File: src/rtl/gpr_retstack_pkg.sv
// Package: shared constants for the register file with return-address stack.
// Assumes a 32-entry architectural register space addressed by 5 bits.
package gpr_retstack_pkg;
    localparam int unsigned GPR_COUNT  = 32;
    localparam int unsigned GPR_AW     = $clog2(GPR_COUNT);
    localparam int unsigned ZERO_IDX   = 0;
    localparam int unsigned LINK_IDX   = 1;
    typedef logic [GPR_AW-1:0] gpr_addr_t;
endpackage

File: src/rtl/gpr_flat_bank.sv
// Module: flat storage for every register except the zero and link slots.
// Assumes the link slot is served elsewhere; slots 0 and 1 read as zero here.
module gpr_flat_bank
    import gpr_retstack_pkg::*;
#(
    parameter int unsigned DATA_W = 32
) (
    input  logic              clk,
    input  logic              rst_n,
    input  gpr_addr_t         rd_a_addr,
    input  gpr_addr_t         rd_b_addr,
    input  logic              wr_en,
    input  gpr_addr_t         wr_addr,
    input  logic [DATA_W-1:0] wr_data,
    output logic [DATA_W-1:0] rd_a_data,
    output logic [DATA_W-1:0] rd_b_data
);
    logic [DATA_W-1:0] slot [GPR_COUNT];

    for (genvar g = 0; g < GPR_COUNT; g++) begin : g_slot
        if (g == ZERO_IDX || g == LINK_IDX) begin : g_const
            // Slot without storage: constant zero.
            assign slot[g] = '0;
        end else begin : g_flop
            // Slot register: cleared at reset, loaded on a matching write.
            always_ff @(posedge clk) begin
                if (!rst_n)
                    slot[g] <= '0;
                else if (wr_en && wr_addr == gpr_addr_t'(g))
                    slot[g] <= wr_data;
            end
        end
    end

    // Combinational read of both ports.
    always_comb begin
        rd_a_data = slot[rd_a_addr];
        rd_b_data = slot[rd_b_addr];
    end

    // a write to a plain slot is visible on port A one cycle later
    assert_flat_write_R2: assert property (@(posedge clk) disable iff (!rst_n)
        (wr_en && wr_addr > gpr_addr_t'(LINK_IDX) && rd_a_addr == wr_addr)
        |=> ($stable(rd_a_addr) -> rd_a_data == $past(wr_data)));
endmodule

File: src/rtl/retstack_lifo.sv
// Module: last-in/first-out stack of return addresses with sticky status.
// Within one update the pop is applied before the push. An empty stack shows
// a zero top. Assumes STACK_DEPTH >= 2.
module retstack_lifo #(
    parameter int unsigned DATA_W      = 32,
    parameter int unsigned STACK_DEPTH = 8
) (
    input  logic              clk,
    input  logic              rst_n,
    input  logic              pop_i,
    input  logic              push_i,
    input  logic [DATA_W-1:0] push_val_i,
    output logic [DATA_W-1:0] top_o,
    output logic              ovf_o,
    output logic              unf_o
);
    localparam int unsigned CW = $clog2(STACK_DEPTH + 1);
    localparam int unsigned AW = $clog2(STACK_DEPTH);

    logic [DATA_W-1:0] mem [STACK_DEPTH];
    logic [CW-1:0]     cnt_q;
    logic [CW-1:0]     cnt_mid;
    logic              room;

    // Depth after the pop and whether the push then fits.
    always_comb begin
        cnt_mid = (pop_i && cnt_q != '0) ? cnt_q - 1'b1 : cnt_q;
        room    = (cnt_mid != CW'(STACK_DEPTH));
    end

    // Depth counter and sticky flags.
    always_ff @(posedge clk) begin
        if (!rst_n) begin
            cnt_q <= '0;
            ovf_o <= 1'b0;
            unf_o <= 1'b0;
        end else begin
            if (pop_i && cnt_q == '0)
                unf_o <= 1'b1;
            if (push_i && !room)
                ovf_o <= 1'b1;
            cnt_q <= (push_i && room) ? cnt_mid + 1'b1 : cnt_mid;
        end
    end

    // Entry storage: a push lands just above the depth left by the pop.
    always_ff @(posedge clk) begin
        if (push_i && room)
            mem[cnt_mid[AW-1:0]] <= push_val_i;
    end

    // Visible top: zero when empty.
    always_comb begin
        top_o = (cnt_q == '0) ? '0 : mem[AW'(cnt_q - 1'b1)];
    end

    // the depth never exceeds its bound
    assert_depth_bound_R7: assert property (@(posedge clk) disable iff (!rst_n)
        cnt_q <= CW'(STACK_DEPTH));
    // a lone push on a full stack is dropped and flagged
    assert_full_drop_R7: assert property (@(posedge clk) disable iff (!rst_n)
        (push_i && !pop_i && cnt_q == CW'(STACK_DEPTH)) |=> ($stable(cnt_q) && ovf_o));
    // overflow is sticky
    assert_ovf_sticky_R7: assert property (@(posedge clk) disable iff (!rst_n)
        ovf_o |=> ovf_o);
    // a lone pop on an empty stack keeps it empty and flags underflow
    assert_empty_pop_R6: assert property (@(posedge clk) disable iff (!rst_n)
        (pop_i && !push_i && cnt_q == '0) |=> (cnt_q == '0 && unf_o));
    // underflow is sticky
    assert_unf_sticky_R6: assert property (@(posedge clk) disable iff (!rst_n)
        unf_o |=> unf_o);
    // a pop and a push together on a non-empty stack keep the depth
    assert_swap_depth_R5: assert property (@(posedge clk) disable iff (!rst_n)
        (pop_i && push_i && cnt_q != '0) |=> $stable(cnt_q));
endmodule

File: src/rtl/gpr_retstack_file.sv
// Module: register file with a constant-zero register and a link register
// backed by a return-address stack. Link reads and writes are collected during
// an instruction and applied together when retire is high, pop before push.
// Assumes at most one write per cycle and that retire marks the instruction's
// last cycle.
module gpr_retstack_file
    import gpr_retstack_pkg::*;
#(
    parameter int unsigned DATA_W      = 32,
    parameter int unsigned STACK_DEPTH = 8
) (
    input  logic              clk,
    input  logic              rst_n,
    input  logic              rd_a_en,
    input  logic [4:0]        rd_a_addr,
    input  logic              rd_b_en,
    input  logic [4:0]        rd_b_addr,
    input  logic              wr_en,
    input  logic [4:0]        wr_addr,
    input  logic [DATA_W-1:0] wr_data,
    input  logic              retire,
    output logic [DATA_W-1:0] rd_a_data,
    output logic [DATA_W-1:0] rd_b_data,
    output logic              stk_overflow,
    output logic              stk_underflow
);
    localparam gpr_addr_t LINK = gpr_addr_t'(LINK_IDX);

    logic [DATA_W-1:0] bank_a, bank_b, link_top;
    logic              pend_pop_q, pend_push_q;
    logic [DATA_W-1:0] pend_val_q;
    logic              cur_pop, cur_push;
    logic              eff_pop, eff_push;
    logic [DATA_W-1:0] eff_val;

    gpr_flat_bank #(.DATA_W(DATA_W)) u_bank (
        .clk       (clk),
        .rst_n     (rst_n),
        .rd_a_addr (rd_a_addr),
        .rd_b_addr (rd_b_addr),
        .wr_en     (wr_en),
        .wr_addr   (wr_addr),
        .wr_data   (wr_data),
        .rd_a_data (bank_a),
        .rd_b_data (bank_b)
    );

    // Merge this cycle's link accesses with those already marked.
    always_comb begin
        cur_pop  = (rd_a_en && rd_a_addr == LINK) || (rd_b_en && rd_b_addr == LINK);
        cur_push = wr_en && wr_addr == LINK;
        eff_pop  = pend_pop_q || cur_pop;
        eff_push = pend_push_q || cur_push;
        eff_val  = cur_push ? wr_data : pend_val_q;
    end

    // Marked pop/push: accumulate until retire, then clear.
    always_ff @(posedge clk) begin
        if (!rst_n || retire) begin
            pend_pop_q  <= 1'b0;
            pend_push_q <= 1'b0;
            pend_val_q  <= '0;
        end else begin
            pend_pop_q  <= eff_pop;
            pend_push_q <= eff_push;
            pend_val_q  <= eff_val;
        end
    end

    retstack_lifo #(.DATA_W(DATA_W), .STACK_DEPTH(STACK_DEPTH)) u_stack (
        .clk        (clk),
        .rst_n      (rst_n),
        .pop_i      (retire && eff_pop),
        .push_i     (retire && eff_push),
        .push_val_i (eff_val),
        .top_o      (link_top),
        .ovf_o      (stk_overflow),
        .unf_o      (stk_underflow)
    );

    // Read ports: link slot comes from the stack top.
    always_comb begin
        rd_a_data = (rd_a_addr == LINK) ? link_top : bank_a;
        rd_b_data = (rd_b_addr == LINK) ? link_top : bank_b;
    end

    // address 0 reads zero on both ports
    assert_zero_reg_R1: assert property (@(posedge clk) disable iff (!rst_n)
        (rd_a_addr == '0 -> rd_a_data == '0) && (rd_b_addr == '0 -> rd_b_data == '0));
    // marks are cleared after each retirement
    assert_marks_clear_R8: assert property (@(posedge clk) disable iff (!rst_n)
        retire |=> (!pend_pop_q && !pend_push_q));
    // without a retirement the link value does not move
    assert_link_hold_R3: assert property (@(posedge clk) disable iff (!rst_n)
        !retire |=> $stable(link_top));
endmodule

File: config.mk
export PLATFORM = sky130hd
export DESIGN_NAME = gpr_retstack_file
export DESIGN_NICKNAME = d
export VERILOG_FILES = /design/src/rtl/gpr_retstack_pkg.sv /design/src/rtl/gpr_flat_bank.sv /design/src/rtl/retstack_lifo.sv /design/src/rtl/gpr_retstack_file.sv
export SDC_FILE = /design/constraint.sdc
export NUM_CORES = 2
export LEC_CHECK = 0
export BUFFER_PORTS_ARGS = -buffer_cell sky130_fd_sc_hd__buf_4
export CELL_PAD_IN_SITES_DETAIL_PLACEMENT = 1
export CELL_PAD_IN_SITES_GLOBAL_PLACEMENT = 1
export CORE_ASPECT_RATIO = 1.4
export CORE_UTILIZATION = 50
export CTS_BUF_LIST = sky130_fd_sc_hd__clkbuf_8
export DETAILED_ROUTE_END_ITERATION = 8
export HOLD_SLACK_MARGIN = 0.15
export PLACE_DENSITY_LB_ADDON = 0.1
export SLEW_MARGIN = 20
export SYNTH_ARGS = -nofsm -noshare
export SYNTH_HDL_FRONTEND = slang
export SYNTH_SLANG_ARGS = --single-unit
File: constraint.sdc
create_clock -name clk -period 5.2 [get_ports clk]
set_input_delay 0.52 -clock clk [delete_from_list [all_inputs] [get_ports clk]]
set_output_delay 0.52 -clock clk [all_outputs]
set_load 0.02 [all_outputs]
==> run_results.csv <==
group,metric,value,unit
critical_path,slowest_delay,670,ps
layout,num-fill-cells,13480,
clock_network,cts_buffers,195,
power_and_ir_drop,internal_power,15.07,mW
placement,post-dp-hpwl,146.5,mm
timing,finClkSkew,51.33,ps
routing,drtIter0Drc,5555,
critical_path,reg2reg_slack,1370,ps
yosys,synthCells,6411,
clock_network,clk_pin_slew,60,ps
yosys,ys.flop_type,"dfxtp_1",
clock_network,clock_sinks,1256,
yosys,synth.net_count,6465,
critical_path,crit_buf_inv,3,
critical_path,path_cells,"clkinv_1, ha_4, buf_12, mux4_2, nand2_1, a21oi_1, nand2_1, o21ai_1, buf_4",
timing,drv_slew,0,
critical_path,startpoint_type,"flip-flop",
layout,layout.nets,6354,
critical_path,cp.required,4680,ps
critical_path,cp_num_cells,9,
yosys,synth.avg_cell_area,9.452,um^2
hold_path,min_to,"pend_pop_q$_SDFF_PP0_",
power_and_ir_drop,leakagePower,22.22,nW
power_and_ir_drop,power.share.clock,43.6,%
power_and_ir_drop,peakVddDrop,0.3268,mV
power_and_ir_drop,p_sw_share,26.97,%
die,start_util,50.61,%
routing,routed_wl,247.3,mm
power_and_ir_drop,power_frac_seq,48.4,%
hold_path,hp-class,"input pin to flip-flop",
yosys,synth.cell_area,60600,um^2
layout,mostFrequentLayoutCells,"nand2_1, a21oi_1, dfxtp_1",
power_and_ir_drop,power_frac_comb,8.0,%
die,die_h,413.9,um
yosys,synth-seq-area-share,45.72,%
timing,min_period_over_period,96.57,%
die,core,119700,um^2
global_routing,groute.usage.overall,40.06,%
timing,tightest_slew,1231,ps
routing,routedWlPerCell,30.66,um
critical_path,slowest_stage,"dfxtp_4",
layout,drive_gt1_share,18.85,%
yosys,synth-seq-cells,1256,
timing,setup-tns-final,0,ps
power_and_ir_drop,power_density,306.1,nW/um^2
power_and_ir_drop,power_switching,5.566,mW
yosys,synth_warnings,0,
routing,viasPerCell,6.638,
timing,relSlewSlack,17.63,%
clock_network,clkLatencyLatePin,1000,ps
placement,portBuffers,118,
die,io_pins,119,
timing,fmax,199.1,MHz
die,die-area,122600,um^2
critical_path,crit_path_frequent_cell,"nand2_1",
layout,fin_area,67410,um^2
global_routing,grt_pass1_wl,357.7,mm
layout,areaGrowthSynthToFinish,11.25,%
critical_path,r2r-start,"u_stack.cnt_q[0]$_SDFF_PN0_",
die,chipWidth,296.2,um
flow_run,drv_cap,0,
critical_path,path_max_fanout,42,
global_routing,grt.overflow.total,0,
timing,fin_crit,5022,ps
clock_network,cts_tree,"done",
placement,gp_congestion,0.8591,
clock_network,htree_levels,4,
clock_network,root_buffer,"clkbuf_8",
critical_path,critical_path.top_delay_family,"buffers and inverters",
timing,setup_viol,0,
routing,final_antenna_net_count,0,
routing,drc,0,
critical_path,cp-end-kind,"primary output",
hold_path,min_from,"rd_a_addr[3]",
yosys,synth_edf_count,256,
global_routing,first_global_vias,54910,
critical_path,crit_type,"flip-flop to primary output",
clock_network,max-clock-path-buffers,3,
critical_path,crit_arrival,4500,ps
global_routing,grt_antenna_before_repair,13,
timing,hold_viol,0,
global_routing,grt_max_degree,141,
routing,dr.pass1.iters,5,
hold_path,whs_path_depth,4,
timing,rsz0062_at_grt,"false",
run_status,status,"complete, no violations",
die,row_count,150,
critical_path,r2r_cells,9,
layout,mostFrequentLayoutCell,"nand2_1",
routing,vias,53550,
yosys,yosysUniqueCellTypes,66,
placement,place_area,62840,um^2
yosys,async_reset_ff_share,0,%
critical_path,regToRegEndpoint,"u_stack.mem[3][18]$_DFFE_PP_",
[stage by stage]
step / total power [mW] / std cells / utilization, % / setup slack, ps / hold slack, ps
2_1_floorplan: 11.13 / 6411 / - / 1403 / 442.4
3_3_place_gp: 11.76 / 7657 / 52.48 / 1075 / 448.1
3_5_place_dp: 11.78 / 7657 / 52.48 / 1072 / 458.7
4_1_cts: 20.59 / 8061 / 56.28 / 175.6 / 203.3
5_1_grt: 21.13 / 8064 / 56.29 / 30.00 / 251.9
6_report: 20.64 / 8067 / 56.30 / 178.5 / 295.6
[kinds of logic after synthesis]
family                   Yosys count  synth area share (%)
AO/OA/AOI/OAI                   1442                 13.39
AND/OR/NAND/NOR                 2309                 14.81
adder cells (fa/ha/maj)            1               0.02065
buffers and inverters            630                 4.299
multiplexers                     769                 21.70
XOR/XNOR                           4               0.05783
flip-flops                      1256                 45.72
[registers in the layout, indices dropped and copies added, names as in the netlist]
signal         flops
pend_pop_q         1
pend_push_q        1
pend_val_q        32
u_bank.slot      960
u_stack.cnt_q      4
u_stack.mem      256
u_stack.ovf_o      1
u_stack.unf_o      1
[cell usage after synthesis, types with 2 or more instances]
master	n	area (um^2)
a31oi_1	3	18.77
clkbuf_1	484	1817
xnor2_1	3	26.28
dfxtp_1	1000	20020
or2_1	6	37.54
o21bai_1	10	75.07
nand2_1	2140	8033
o22ai_1	12	75.07
a221o_1	23	230.2
edfxtp_1	256	7687
mux2_2	117	1318
o221ai_1	82	718.2
o21ai_0	67	335.3
buf_1	14	52.55
or2_2	9	56.30
buf_6	3	33.78
a32oi_1	5	43.79
buf_4	26	195.2
nor2b_1	39	244.0
mux4_2	424	9549
mux2i_1	228	2282
a21boi_0	10	75.07
a31o_2	2	17.52
a221oi_1	49	429.2
nor3_1	17	85.08
o21ai_1	31	155.2
nor4_1	13	81.33
and2_1	6	37.54
a32o_1	5	50.05
a21oi_1	1092	5465
o211ai_1	12	90.09
nor2_1	59	221.5
inv_1	5	18.77
a21o_1	5	37.54
a21boi_1	7	52.55
nand2b_1	7	43.79
buf_2	96	480.5
a22oi_1	16	120.1
[layer usage]
layer	GRT usage (%)	vias to the layer above	part of all wire [%]
met5	0	-	0.015
li1	-	22410	-
met4	22.77	8	5.8
met2	64.49	2883	47
met1	49.43	27400	38
met3	9.201	844	9.4
[cell type report]
class	count	area (um^2)	area share, %
Tap cell	1596	1997	2.962
Antenna cell	5	12.51	0.01856
Timing Repair Buffer	315	2850	4.228
Sequential cell	1256	27710	41.11
Inverter	7	35.03	0.05197
Clock buffer	239	3289	4.880
Clock inverter	124	837.1	1.242
Multi-Input combinational cell	4525	30680	45.51
[worst min-delay path, stage by stage]
cell	delay, ps
buf_4	280
nor3b_2	150
nand3_4	160
a21oi_1	80
[power groups by stage]
stage	Combinational, mW	Sequential (mW)	Clock (mW)
after floorplan	0.936	10.2	0
after global placement	1.56	10.2	0
after detailed placement	1.57	10.2	0
after CTS	1.60	10.0	9.00
after global routing	1.69	10.0	9.45
final	1.65	10.0	8.99
[worst max-delay path by stage]
stage / to / startpoint / slack [ps]
global route: rd_b_data[16] / u_stack.cnt_q[0]$_SDFF_PN0_ / 30
global placement: rd_b_data[8] / rd_b_addr[1] / 1080
CTS: rd_b_data[16] / u_stack.cnt_q[0]$_SDFF_PN0_ / 180
detailed placement: rd_b_data[8] / rd_b_addr[1] / 1070
floorplan: u_stack.mem[7][0]$_DFFE_PP_ / u_stack.cnt_q[0]$_SDFF_PN0_ / 1400
finish: rd_b_data[16] / u_stack.cnt_q[0]$_SDFF_PN0_ / 180
[repair_timing]
item,CTS,global route
setup endpoints to repair,1,1
pin swaps,0,1
buffers inserted,0,1
hold endpoints to repair,967,0
resized for setup,1,0
hold buffers,41,0
(Power assumes the default switching activity.)
